==> config.mk <==
export PLATFORM = sky130hd
export DESIGN_NAME = isu_top
export DESIGN_NICKNAME = d
export VERILOG_FILES = /design/src/rtl/isu_pkg.sv /design/src/rtl/isu_status_latch.sv /design/src/rtl/isu_ctrl_regs.sv /design/src/rtl/isu_irq_out.sv /design/src/rtl/isu_top.sv
export SDC_FILE = /design/constraint.sdc
export NUM_CORES = 1
export LEC_CHECK = 0
export BUFFER_PORTS_ARGS = -buffer_cell sky130_fd_sc_hd__buf_2
export CAP_MARGIN = 40
export CORE_MARGIN = 3
export CORE_UTILIZATION = 48
export DETAILED_ROUTE_END_ITERATION = 6
export PLACE_DENSITY = 0.8
export SYNTH_ARGS = -nofsm -noshare
export SYNTH_HDL_FRONTEND = slang
export SYNTH_SLANG_ARGS = --single-unit
==> constraint.sdc <==
create_clock -name clk -period 1.65 [get_ports clk]
set_input_delay 0 -clock clk [delete_from_list [all_inputs] [get_ports clk]]
set_output_delay 0 -clock clk [all_outputs]
set_load 0.03 [all_outputs]
==> src/rtl/isu_pkg.sv <==
package isu_pkg;
  localparam int STAT_W  = 26;
  localparam int SUM_BIT = 15;
  localparam int HI_LO   = 16;
  localparam int HI_HI   = 25;
  localparam int ADDR_W  = 2;

  typedef enum logic [ADDR_W-1:0] {
    A_STAT = 2'd0,
    A_MASK = 2'd1,
    A_EN   = 2'd2,
    A_NONE = 2'd3
  } isu_addr_e;

  function automatic logic [STAT_W-1:0] impl_bits();
    logic [STAT_W-1:0] m;
    for (int i = 0; i < STAT_W; i++)
      m[i] = (i < SUM_BIT) || (i == HI_LO) || (i >= 20 && i <= HI_HI);
    return m;
  endfunction

  localparam logic [STAT_W-1:0] IMPL = impl_bits();
endpackage

==> src/rtl/isu_status_latch.sv <==
module isu_status_latch #(
  parameter int W = 26,
  parameter logic [W-1:0] KEEP = '1
) (
  input  logic         clk,
  input  logic         rst_n,
  input  logic [W-1:0] evt_i,
  input  logic         clr_i,
  output logic [W-1:0] stat_o
);
  for (genvar i = 0; i < W; i++) begin : g_bit
    if (KEEP[i]) begin : g_flop
      always_ff @(posedge clk or negedge rst_n) begin
        if (!rst_n) stat_o[i] <= 1'b0;
        else        stat_o[i] <= (stat_o[i] & ~clr_i) | evt_i[i];
      end
    end else begin : g_zero
      assign stat_o[i] = 1'b0;
    end
  end

  logic unused_evt;
  assign unused_evt = ^(evt_i & ~KEEP);


  set_sticks_chk: assert property (@(posedge clk) disable iff (!rst_n)
    ((evt_i & KEEP) != '0) |=> ((stat_o & $past(evt_i & KEEP)) == $past(evt_i & KEEP)));


  hold_chk: assert property (@(posedge clk) disable iff (!rst_n)
    !clr_i |=> ((stat_o & $past(stat_o)) == $past(stat_o)));


  clr_drop_chk: assert property (@(posedge clk) disable iff (!rst_n)
    clr_i |=> ((stat_o & ~$past(evt_i)) == '0));
endmodule

==> src/rtl/isu_ctrl_regs.sv <==
module isu_ctrl_regs #(
  parameter int W = 26
) (
  input  logic         clk,
  input  logic         rst_n,
  input  logic         mask_we_i,
  input  logic         en_we_i,
  input  logic [W-1:0] wdata_i,
  output logic [W-1:0] mask_o,
  output logic         en_o
);
  always_ff @(posedge clk or negedge rst_n) begin
    if (!rst_n) begin
      mask_o <= '0;
      en_o   <= 1'b0;
    end else begin
      if (mask_we_i) mask_o <= wdata_i;
      if (en_we_i)   en_o   <= wdata_i[0];
    end
  end
endmodule

==> src/rtl/isu_irq_out.sv <==
module isu_irq_out #(
  parameter int W = 26
) (
  input  logic [W-1:0] view_i,
  input  logic [W-1:0] mask_i,
  input  logic         en_i,
  output logic         irq_o
);
  always_comb irq_o = en_i & (|(view_i & mask_i));
endmodule

==> src/rtl/isu_top.sv <==
module isu_top
  import isu_pkg::*;
#(
  parameter int DATA_W = 32
) (
  input  logic              clk,
  input  logic              rst_n,
  input  logic [STAT_W-1:0] evt_i,
  input  logic [ADDR_W-1:0] reg_addr_i,
  input  logic              reg_wr_i,
  input  logic [DATA_W-1:0] reg_wdata_i,
  input  logic              reg_rd_i,
  output logic [DATA_W-1:0] reg_rdata_o,
  output logic              irq_o
);
  localparam int PAD_W = DATA_W - STAT_W;

  logic [STAT_W-1:0] stat, view, mask;
  logic              en, clr, sum;
  isu_addr_e         addr;

  assign addr = isu_addr_e'(reg_addr_i);
  assign clr  = reg_rd_i && (addr == A_STAT);

  isu_status_latch #(.W(STAT_W), .KEEP(IMPL)) u_stat (
    .clk(clk), .rst_n(rst_n), .evt_i(evt_i), .clr_i(clr), .stat_o(stat)
  );

  isu_ctrl_regs #(.W(STAT_W)) u_ctrl (
    .clk(clk), .rst_n(rst_n),
    .mask_we_i(reg_wr_i && (addr == A_MASK)),
    .en_we_i(reg_wr_i && (addr == A_EN)),
    .wdata_i(reg_wdata_i[STAT_W-1:0]),
    .mask_o(mask), .en_o(en)
  );

  always_comb begin
    sum  = |stat[HI_HI:HI_LO];
    view = stat;
    view[SUM_BIT] = sum;
  end

  isu_irq_out #(.W(STAT_W)) u_irq (
    .view_i(view), .mask_i(mask), .en_i(en), .irq_o(irq_o)
  );

  always_comb begin
    case (addr)
      A_STAT:  reg_rdata_o = {{PAD_W{1'b0}}, view};
      A_MASK:  reg_rdata_o = {{PAD_W{1'b0}}, mask};
      A_EN:    reg_rdata_o = {{(DATA_W-1){1'b0}}, en};
      default: reg_rdata_o = '0;
    endcase
  end

  logic unused_wdata;
  assign unused_wdata = ^reg_wdata_i[DATA_W-1:STAT_W];


  irq_gate_chk: assert property (@(posedge clk) disable iff (!rst_n)
    !en |-> !irq_o);


  sum_cause_chk: assert property (@(posedge clk) disable iff (!rst_n)
    $rose(sum) |-> ($past(evt_i[HI_HI:HI_LO]) != '0));
endmodule

# ---- After elaboration in Yosys (flattened, before gate mapping)
# Cells that the tools add are included.
dict set report totals {
  mem_count 0
  latch_bits 0
  ff_bits 49
  mem_bits_rw 0
  romBits 0
  input_bits 64
  wordCells 80
}
dict set report op_classes {
  div_mod_pow 0
  muxes 1
  shifts 0
  bitwise 47
  n_addsub 0
  eq_ne 2
  magnitude_cmp 0
  n_mul 0
  reduce_logical 6
}
# operator count
set ops {}
lappend ops {{$pmux W26 S3} 1}
lappend ops {{$and A26 B26 Y26} 1}
lappend ops {{$reduce_or A26 Y1} 1}
lappend ops {{$and A1 B1 Y1} 23}
lappend ops {{$or A1 B1 Y1} 22}
lappend ops {{$reduce_or A7 Y1} 1}
lappend ops {{$logic_and A1 B1 Y1} 3}
lappend ops {{$eq A2 B1 Y1 const B} 1}
lappend ops {{$eq A2 B2 Y1 const B} 1}
lappend ops {{$logic_not A2 Y1} 1}
lappend ops {{$not A1 Y1} 1}

# ---- Depth between registers and ports, before layout
# Gate-level depths: netlist of run 1.
dict set report logic_depth {
  depth_word 5
  depth_mapped 5
}

# ---- Cells and area by module
# Synthesis of run 1 repeated with hierarchy kept, for this count alone.
dict set report unflattened {
  hier_cells 202
  area_unflattened_um2 2547.4
}
# mod seq_area_each_um2 instances cells_each area_per_inst_um2
set by_module_without_submodules {}
lappend by_module_without_submodules {isu_ctrl_regs 675.6 1 57 1106.1}
lappend by_module_without_submodules {isu_status_latch 550.5 1 52 778.2}
lappend by_module_without_submodules {isu_top 0.0 1 76 521.8}
lappend by_module_without_submodules {isu_irq_out 0.0 1 17 141.4}

# ---- Worst setup path after synthesis of run 1
# Ideal clock, no wire load.
dict set report synth_timing {
  kind {register to output}
  startpoint {register u_stat.stat_o[22]}
  endpoint {output irq_o}
  required_time_ns 1.650
  path_buffers 0
  setup_slack_ns 0.323
  stages_incl_launch_ff 4
  arrival_time_ns 1.327
  cell_sequence {dfrtp_1 nor4_1 a21boi_0 o41a_1}
}
dict set report synth_between {
  elab_chain_cells 4
}
# item line_no
set synth_rtl {}
lappend synth_rtl {{start: declaration} isu_status_latch.sv:9} ;# output logic [W-1:0] stat_o
lappend synth_rtl {{start signal: indexed assignment} isu_status_latch.sv:15} ;# else stat_o[i] <= (stat_o[i] & ~clr_i) | evt_i[i];
lappend synth_rtl {{$reduce_or A7 Y1} isu_top.sv:38} ;# sum = |stat[HI_HI:HI_LO];
lappend synth_rtl {{$and A26 B26 Y26 (*)} isu_irq_out.sv:9} ;# always_comb irq_o = en_i & (|(view_i & mask_i));
lappend synth_rtl {{$reduce_or A26 Y1 (*)} isu_irq_out.sv:9}
lappend synth_rtl {{$and A1 B1 Y1 (*)} isu_irq_out.sv:9}
lappend synth_rtl {{end: declaration} isu_top.sv:14} ;# output logic irq_o
# Every way passes the cells marked *; elsewhere a longest branch is shown, timed or not.

# ---- Worst setup path in the final report of run 1
dict set report layout_timing {
  startpoint {register u_stat.stat_o[25]}
  endpoint {output irq_o}
}
# The elaborated chain is that of the path after synthesis.

==> impl_metrics.tcl, run 1 <==
set metrics [dict create \
    status "complete, but fails checks" \
    violations "setup timing" \
    switchingPower_mw 0.9422 \
    cts_made_buffers 5 \
    worstSetupPathDepth 4 \
    fp.dieW_um 76.60 \
    ff2ff_path_depth 1 \
    cap_violations 0 \
    cts_tree "built" \
    antenna_cells 0 \
    dr.pass1.iters 4 \
    die_area_um2 5867 \
    final_hold_viol_count 0 \
    vias 1982 \
    crit_start "u_stat.stat_o[25]$_DFF_PN0_" \
    htree_levels 2 \
    clock-sinks 49 \
    reg2reg_slack_ns 0.82 \
    gr-total-overflow 0 \
    clkPwrFrac 0.221 \
    seq_area_um2 1231 \
    setup_viol 1 \
    peakVddDrop_mv 0.5950 \
    crit_path_max_fanout 3 \
    hp-class "in2reg" \
    rsz0062_at_grt "true" \
    dpl.hpwl_um 3906 \
    tightest_slew_ns 0.5154 \
    track_usage 0.2327 \
    cellPowerDensity_nw_per_um2 870.9 \
    clockBufferDepth 2 \
    vias_per_cell 5.056 \
    grt_pass1_vias 2202 \
    p_seq_frac 0.491 \
    worst_slack_ns -0.04921 \
    routed_wl_um 6480 \
    r2r_end "u_ctrl.mask_o[1]$_DFFE_PN0P_" \
    crit_arrival_ns 1.70 \
    postLayoutCoreUtil 0.7368 \
    sw_frac_of_total 0.3088 \
    antenna_found_initial 0 \
    coreArea_um2 4755 \
    slew_violations 0 \
    slowest_stage "dfrtp_2" \
    endpoint_kind "primary output" \
    cts-root-buf "clkbuf_8" \
    cp.required_ns 1.65 \
    avgSynthCellArea_um2 12.59 \
    ioPinCount 97 \
    ant_nets 0 \
    synthesis.area_um2 2392 \
    path_cells "nor4_4 > a21boi_1 > o41a_1 > buf_6" \
    cpLargestDelayFamily "compound AO/OA/AOI/OAI gates" \
    multiInputGateArea_um2 1125 \
    rr_startpoint "u_ctrl.mask_o[1]$_DFFE_PN0P_" \
    syn_inst 190 \
    period_share 1.030 \
    n_fill_cell 354 \
    fin_skew_ns 0 \
    fp-row-count 25 \
    relSlewSlack 0.6564 \
    crit_end "irq_o" \
    clock_latency_ns 0.29 \
    gp_congestion 0.7871 \
    ys_types 24 \
    cpPeakStageDelay_ns 0.45 \
    pre_cts_ws_ns 0.1573 \
    clk_pin_slew_ns 0.09 \
    nets 388 \
    port_buffers 80 \
    post-route-min-period_ns 1.699 \
    grt_max_degree 30 \
    clock.fmax_mhz 588.5 \
    combPwrFrac 0.288 \
    wl_per_cell_um 16.53 \
    synth-seq-area-share 0.5126 \
    syn_to_final_growth_pct 46.44 \
    power_leakage_nw 1.731 \
    p_int_mw 2.109 \
    drt_iter0_markers 53 \
    start_util 0.5032 \
    worst-path-buf-inv 1 \
    hold_start "reg_wr_i" \
    drc_errors 0 \
    fp.dieH_um 76.60 \
    start_kind "flip-flop" \
    critical_path_class "reg2out" \
    synth_seq_cells 49 \
    drive_gt1_frac 0.4185 \
    grt_pass1_wl_um 10770 \
    synth_warnings 0 \
]
-- worst min-delay path by stage --
stage	endpoint	slack, ns	depth (start not counted)
after global routing	u_ctrl.en_o$_DFFE_PN0P_	0.18	4
after detailed placement	u_ctrl.mask_o[25]$_DFFE_PN0P_	-0.005	1
after CTS	u_ctrl.en_o$_DFFE_PN0P_	0.15	4
final	u_ctrl.en_o$_DFFE_PN0P_	0.17	4
after global placement	u_ctrl.mask_o[25]$_DFFE_PN0P_	-0.005	1
after floorplan	u_ctrl.en_o$_DFFE_PN0P_	-0.30	0
-- area by class of cell --
| class | count | area share |
|---|---|---|
| multi-input cells | 130 | 0.3211 |
| repair buffers | 138 | 0.2800 |
| clock buffers | 6 | 0.02071 |
| flip-flops and latches | 49 | 0.3514 |
| well taps | 67 | 0.02393 |
| clock inverters | 2 | 0.002857 |
-- sequential cells by signal, summed over array words and instances (netlist names) --
name and count:
u_ctrl.en_o 1, u_ctrl.mask_o 26, u_stat.stat_o 22
-- synth_stat cells --
| master | instances | area [µm²] |
|---|---|---|
| nor4_1 | 1 | 6.260 |
| nor2_1 | 23 | 86.33 |
| and2_1 | 3 | 18.77 |
| nand4_1 | 2 | 12.51 |
| a21o_1 | 23 | 172.7 |
| o21ai_0 | 1 | 5.000 |
| o41a_1 | 1 | 11.26 |
| a22oi_1 | 11 | 82.58 |
| mux2i_1 | 22 | 220.2 |
| mux2_2 | 7 | 78.83 |
| clkbuf_1 | 4 | 15.01 |
| nor2b_4 | 1 | 13.76 |
| buf_4 | 7 | 52.55 |
| a21boi_0 | 1 | 7.510 |
| mux2_4 | 20 | 300.3 |
| conb_1 | 1 | 3.750 |
| buf_6 | 2 | 22.52 |
| nand3_1 | 1 | 5.000 |
| a21oi_1 | 1 | 5.000 |
| nand2_4 | 1 | 11.26 |
| buf_2 | 3 | 15.01 |
| nor3_1 | 1 | 5.000 |
| nand2_1 | 4 | 15.01 |
| dfrtp_1 | 49 | 1226 |
-- timing repair --
item,CTS,global route
buffers inserted,3,0
endpoints found under the setup margin,1,1
hold endpoints to repair,69,0
hold buffers,49,0
pin swaps,3,1
resized for setup,6,10
-- layer usage --
metal / GRT usage / wire [µm] / up-vias
met5: 0 / 0 / -
met4: 0.06703 / 159 / 0
met3: 0.05083 / 293 / 17
met2: 0.4359 / 3456 / 66
met1: 0.2630 / 2571 / 963
li1: - / - / 936
-- kinds of logic (layout without fill, tap and decap cells) --
family,count (synthesis),after routing,share of synthesized area
simple gates,37,37,0.07269
mux,49,49,0.2505
other cells,1,6,0.001568
compound gates,38,38,0.1187
flops,49,49,0.5126
buf+inv,16,146,0.04393
-- layout by cell type, fill, tap and decap left out --
cell type,count
buf_2,79
dlygate4sd3_1,49
dfrtp_1,45
nor2_1,23
a21o_1,23
mux2i_1,22
mux2_4,20
mux2_2,7
buf_4,7
a22oi_1,6
conb_1,6
a22oi_2,5
clkbuf_8,5
nand2_1,4
dfrtp_2,4
and2_1,3
nand4_1,2
clkinv_2,2
buf_6,2
nor2b_4,1
nor4_4,1
nor3_2,1
a21oi_1,1
o21ai_0,1
nand3_1,1
a21boi_1,1
o41a_1,1
nand2_4,1
clkbuf_1,1
buf_12,1
-- power groups by stage --
stage	Clock (mW)	Combinational (mW)	Sequential, mW
floorplan	0	0.554	1.46
global placement	0	0.744	1.49
detailed placement	0	0.755	1.50
CTS	0.693	0.864	1.48
global route	0.742	0.945	1.52
finish	0.675	0.878	1.50
-- metrics by stage --
stage	cell area [µm²]	hold WS, ns	std cells	TNS, ns	power (mW)
floorplan	2411	-0.2956	195	0	2.017
global placement	2848	-0.005499	332	0	2.237
detailed placement	2848	-0.005076	332	0	2.257
CTS	3466	0.1529	392	-0.04680	3.041
global route	3503	0.1815	392	-0.08772	3.207
finish	3503	0.1679	392	-0.04921	3.051
Note: power is estimated with default switching activity, not from simulation.
==> run 2, diff against run 1 <==
--- a/config.mk
+++ b/config.mk
@@ -8,9 +8,9 @@
 export BUFFER_PORTS_ARGS = -buffer_cell sky130_fd_sc_hd__buf_2
 export CAP_MARGIN = 40
 export CORE_MARGIN = 3
-export CORE_UTILIZATION = 48
+export CORE_UTILIZATION = 40
 export DETAILED_ROUTE_END_ITERATION = 6
-export PLACE_DENSITY = 0.8
+export PLACE_DENSITY = 0.68
 export SYNTH_ARGS = -nofsm -noshare
 export SYNTH_HDL_FRONTEND = slang
 export SYNTH_SLANG_ARGS = --single-unit
==> run 2 against run 1 <==
The run still ends with setup timing left. Critical endpoint unchanged. Non-clock buffer count stayed put. Clock power about the same. Flip-flop and latch count did not move. Clock skew unchanged. Register-to-register slack got worse by 0.07 ns. Global-route usage decreased by 5.1 points.
==> impl_metrics.tcl, run 2 (synthesis gave the netlist of run 1 again) <==
set metrics [dict create \
    drt_iter0_markers 116 \
    cellPowerDensity_nw_per_um2 868.0 \
    tightest_slew_ns 0.6200 \
    grt_pass1_wl_um 10050 \
    drc_errors 0 \
    reg2reg_slack_ns 0.75 \
    grt_max_degree 50 \
    dr_wl_met2_um 3089 \
    largest_register_ffs 26 \
    gr-total-overflow 0 \
    drive_gt1_frac 0.4154 \
    placed_cells_incl_taps 336 \
    hp-class "in2reg" \
    final_hold_viol_count 0 \
    endpoint_kind "primary output" \
    pre_cts_ws_ns 0.1560 \
    reg_top3 "u_ctrl.mask_o (26), u_stat.stat_o (22), u_ctrl.en_o (1)" \
    cts_made_buffers 5 \
    vias_per_cell 4.801 \
    fp.dieH_um 83.34 \
    fp-row-count 27 \
    setup_tns_ns -0.001322 \
    track_usage 0.1819 \
    die_area_um2 6945 \
    gp_congestion 0.7024 \
    clockBufferDepth 2 \
    power_leakage_nw 1.723 \
    hold_ws_ns 0.1537 \
    coreArea_um2 5642 \
    cts_tree "built" \
    clock.fmax_mhz 605.6 \
    cap_violations 0 \
    top_register "u_ctrl.mask_o" \
    critical_path_class "reg2out" \
    stdcell_count 397 \
    ioPinCount 97 \
    relSlewSlack 0.5867 \
    grt_pass1_vias 2031 \
    fp.dieW_um 83.34 \
    dpl.hpwl_um 3970 \
    start_util 0.4240 \
    highest_layer "met4" \
    status "complete, but fails checks" \
    rsz0062_at_grt "true" \
    nets 388 \
    crit_path_max_fanout 4 \
    clock-sinks 49 \
    peakVddDrop_mv 0.5595 \
    worst_slack_ns -0.001322 \
    wl_met1_um 2701 \
    start_kind "flip-flop" \
    fin_skew_ns 0 \
    most-common-layout-cells "buf_2, dlygate4sd3_1, dfrtp_1" \
    violations "setup timing" \
    wl_per_cell_um 15.42 \
    ant_nets 0 \
    antenna_cells 0 \
    dr_wl_met3_um 274 \
    vias 1906 \
    port_buffers 80 \
    dr.pass1.iters 4 \
    final_common_cell "buf_2" \
    antenna_found_initial 0 \
    place_area_um2 2834 \
    post-route-min-period_ns 1.651 \
    htree_levels 2 \
    period_share 1.001 \
    slew_violations 0 \
    cts-root-buf "clkbuf_8" \
    crit_arrival_ns 1.65 \
    routed_wl_um 6120 \
    stdcell_area_um2 3505 \
    clk_pin_slew_ns 0.08 \
    clock_latency_ns 0.30 \
    setup_viol 1 \
    cp.required_ns 1.65 \
    syn_to_final_growth_pct 46.50 \
]
-- run 2: cell count changes in the layout (fill, tap and decap cells not counted), sizes merged --
cell    delta
clkbuf     +2
clkinv     -2
-- run 2: power breakdown --
part | internal (mW) | total, mW | switching (mW)
Clock | 0.302 | 0.673 | 0.371
Sequential | 1.35 | 1.50 | 0.142
Combinational | 0.464 | 0.873 | 0.408
Total | 2.12 | 3.04 | 0.921
-- run 2: path summary, 6_finish.rpt --
check                                              startpoint  cells after the start                             to
worst max register to register  u_ctrl.mask_o[21]$_DFFE_PN0P_                      2  u_ctrl.mask_o[21]$_DFFE_PN0P_
max in group asynchronous                               rst_n                      3    u_stat.stat_o[25]$_DFF_PN0_
worst min-delay path                                 reg_wr_i                      4        u_ctrl.en_o$_DFFE_PN0P_
min in group asynchronous                               rst_n                      3  u_ctrl.mask_o[18]$_DFFE_PN0P_
worst min register to register     u_stat.stat_o[8]$_DFF_PN0_                      1     u_stat.stat_o[8]$_DFF_PN0_
worst max-delay path              u_stat.stat_o[21]$_DFF_PN0_                      4                          irq_o
-- run 2: through the flow --
| step | total power [mW] | utilization |
|---|---|---|
| after global routing | 3.199 | 0.6212 |
| after CTS | 3.053 | 0.6145 |
| after detailed placement | 2.255 | 0.5023 |
| after floorplan | 2.017 | - |
| after global placement | 2.241 | 0.5023 |
| final | 3.042 | 0.6212 |
-- run 2: layout make-up --
class                           count  area, µm²
Fill cell                         462       2137
Timing Repair Buffer              138      970.9
Multi-Input combinational cell    130       1134
Sequential cell                    49       1230
Clock buffer                        8      80.08
Tap cell                           72      90.09
-- run 2: critical path, cell delays in order (launching register included) --
cell and delay, ns:
dfrtp_2 0.45, a22oi_2 0.18, nand4_1 0.13, o41a_1 0.45, buf_6 0.15
-- run 2: routing by layer --
layer  vias to the layer above  global-route usage
li1                        932                   -
met4                         0             0.04903
met5                         -                   0
met1                       921              0.2244
met3                         4             0.03869
met2                        49              0.3207
-- run 2: what timing repair did --
action                                  4_1_cts  5_1_grt
pin swaps                                     7        2
hold endpoints to repair                     98        0
hold buffers                                 49        0
endpoints found under the setup margin        1        2
setup buffers                                 3        3
resized for setup                            12        6
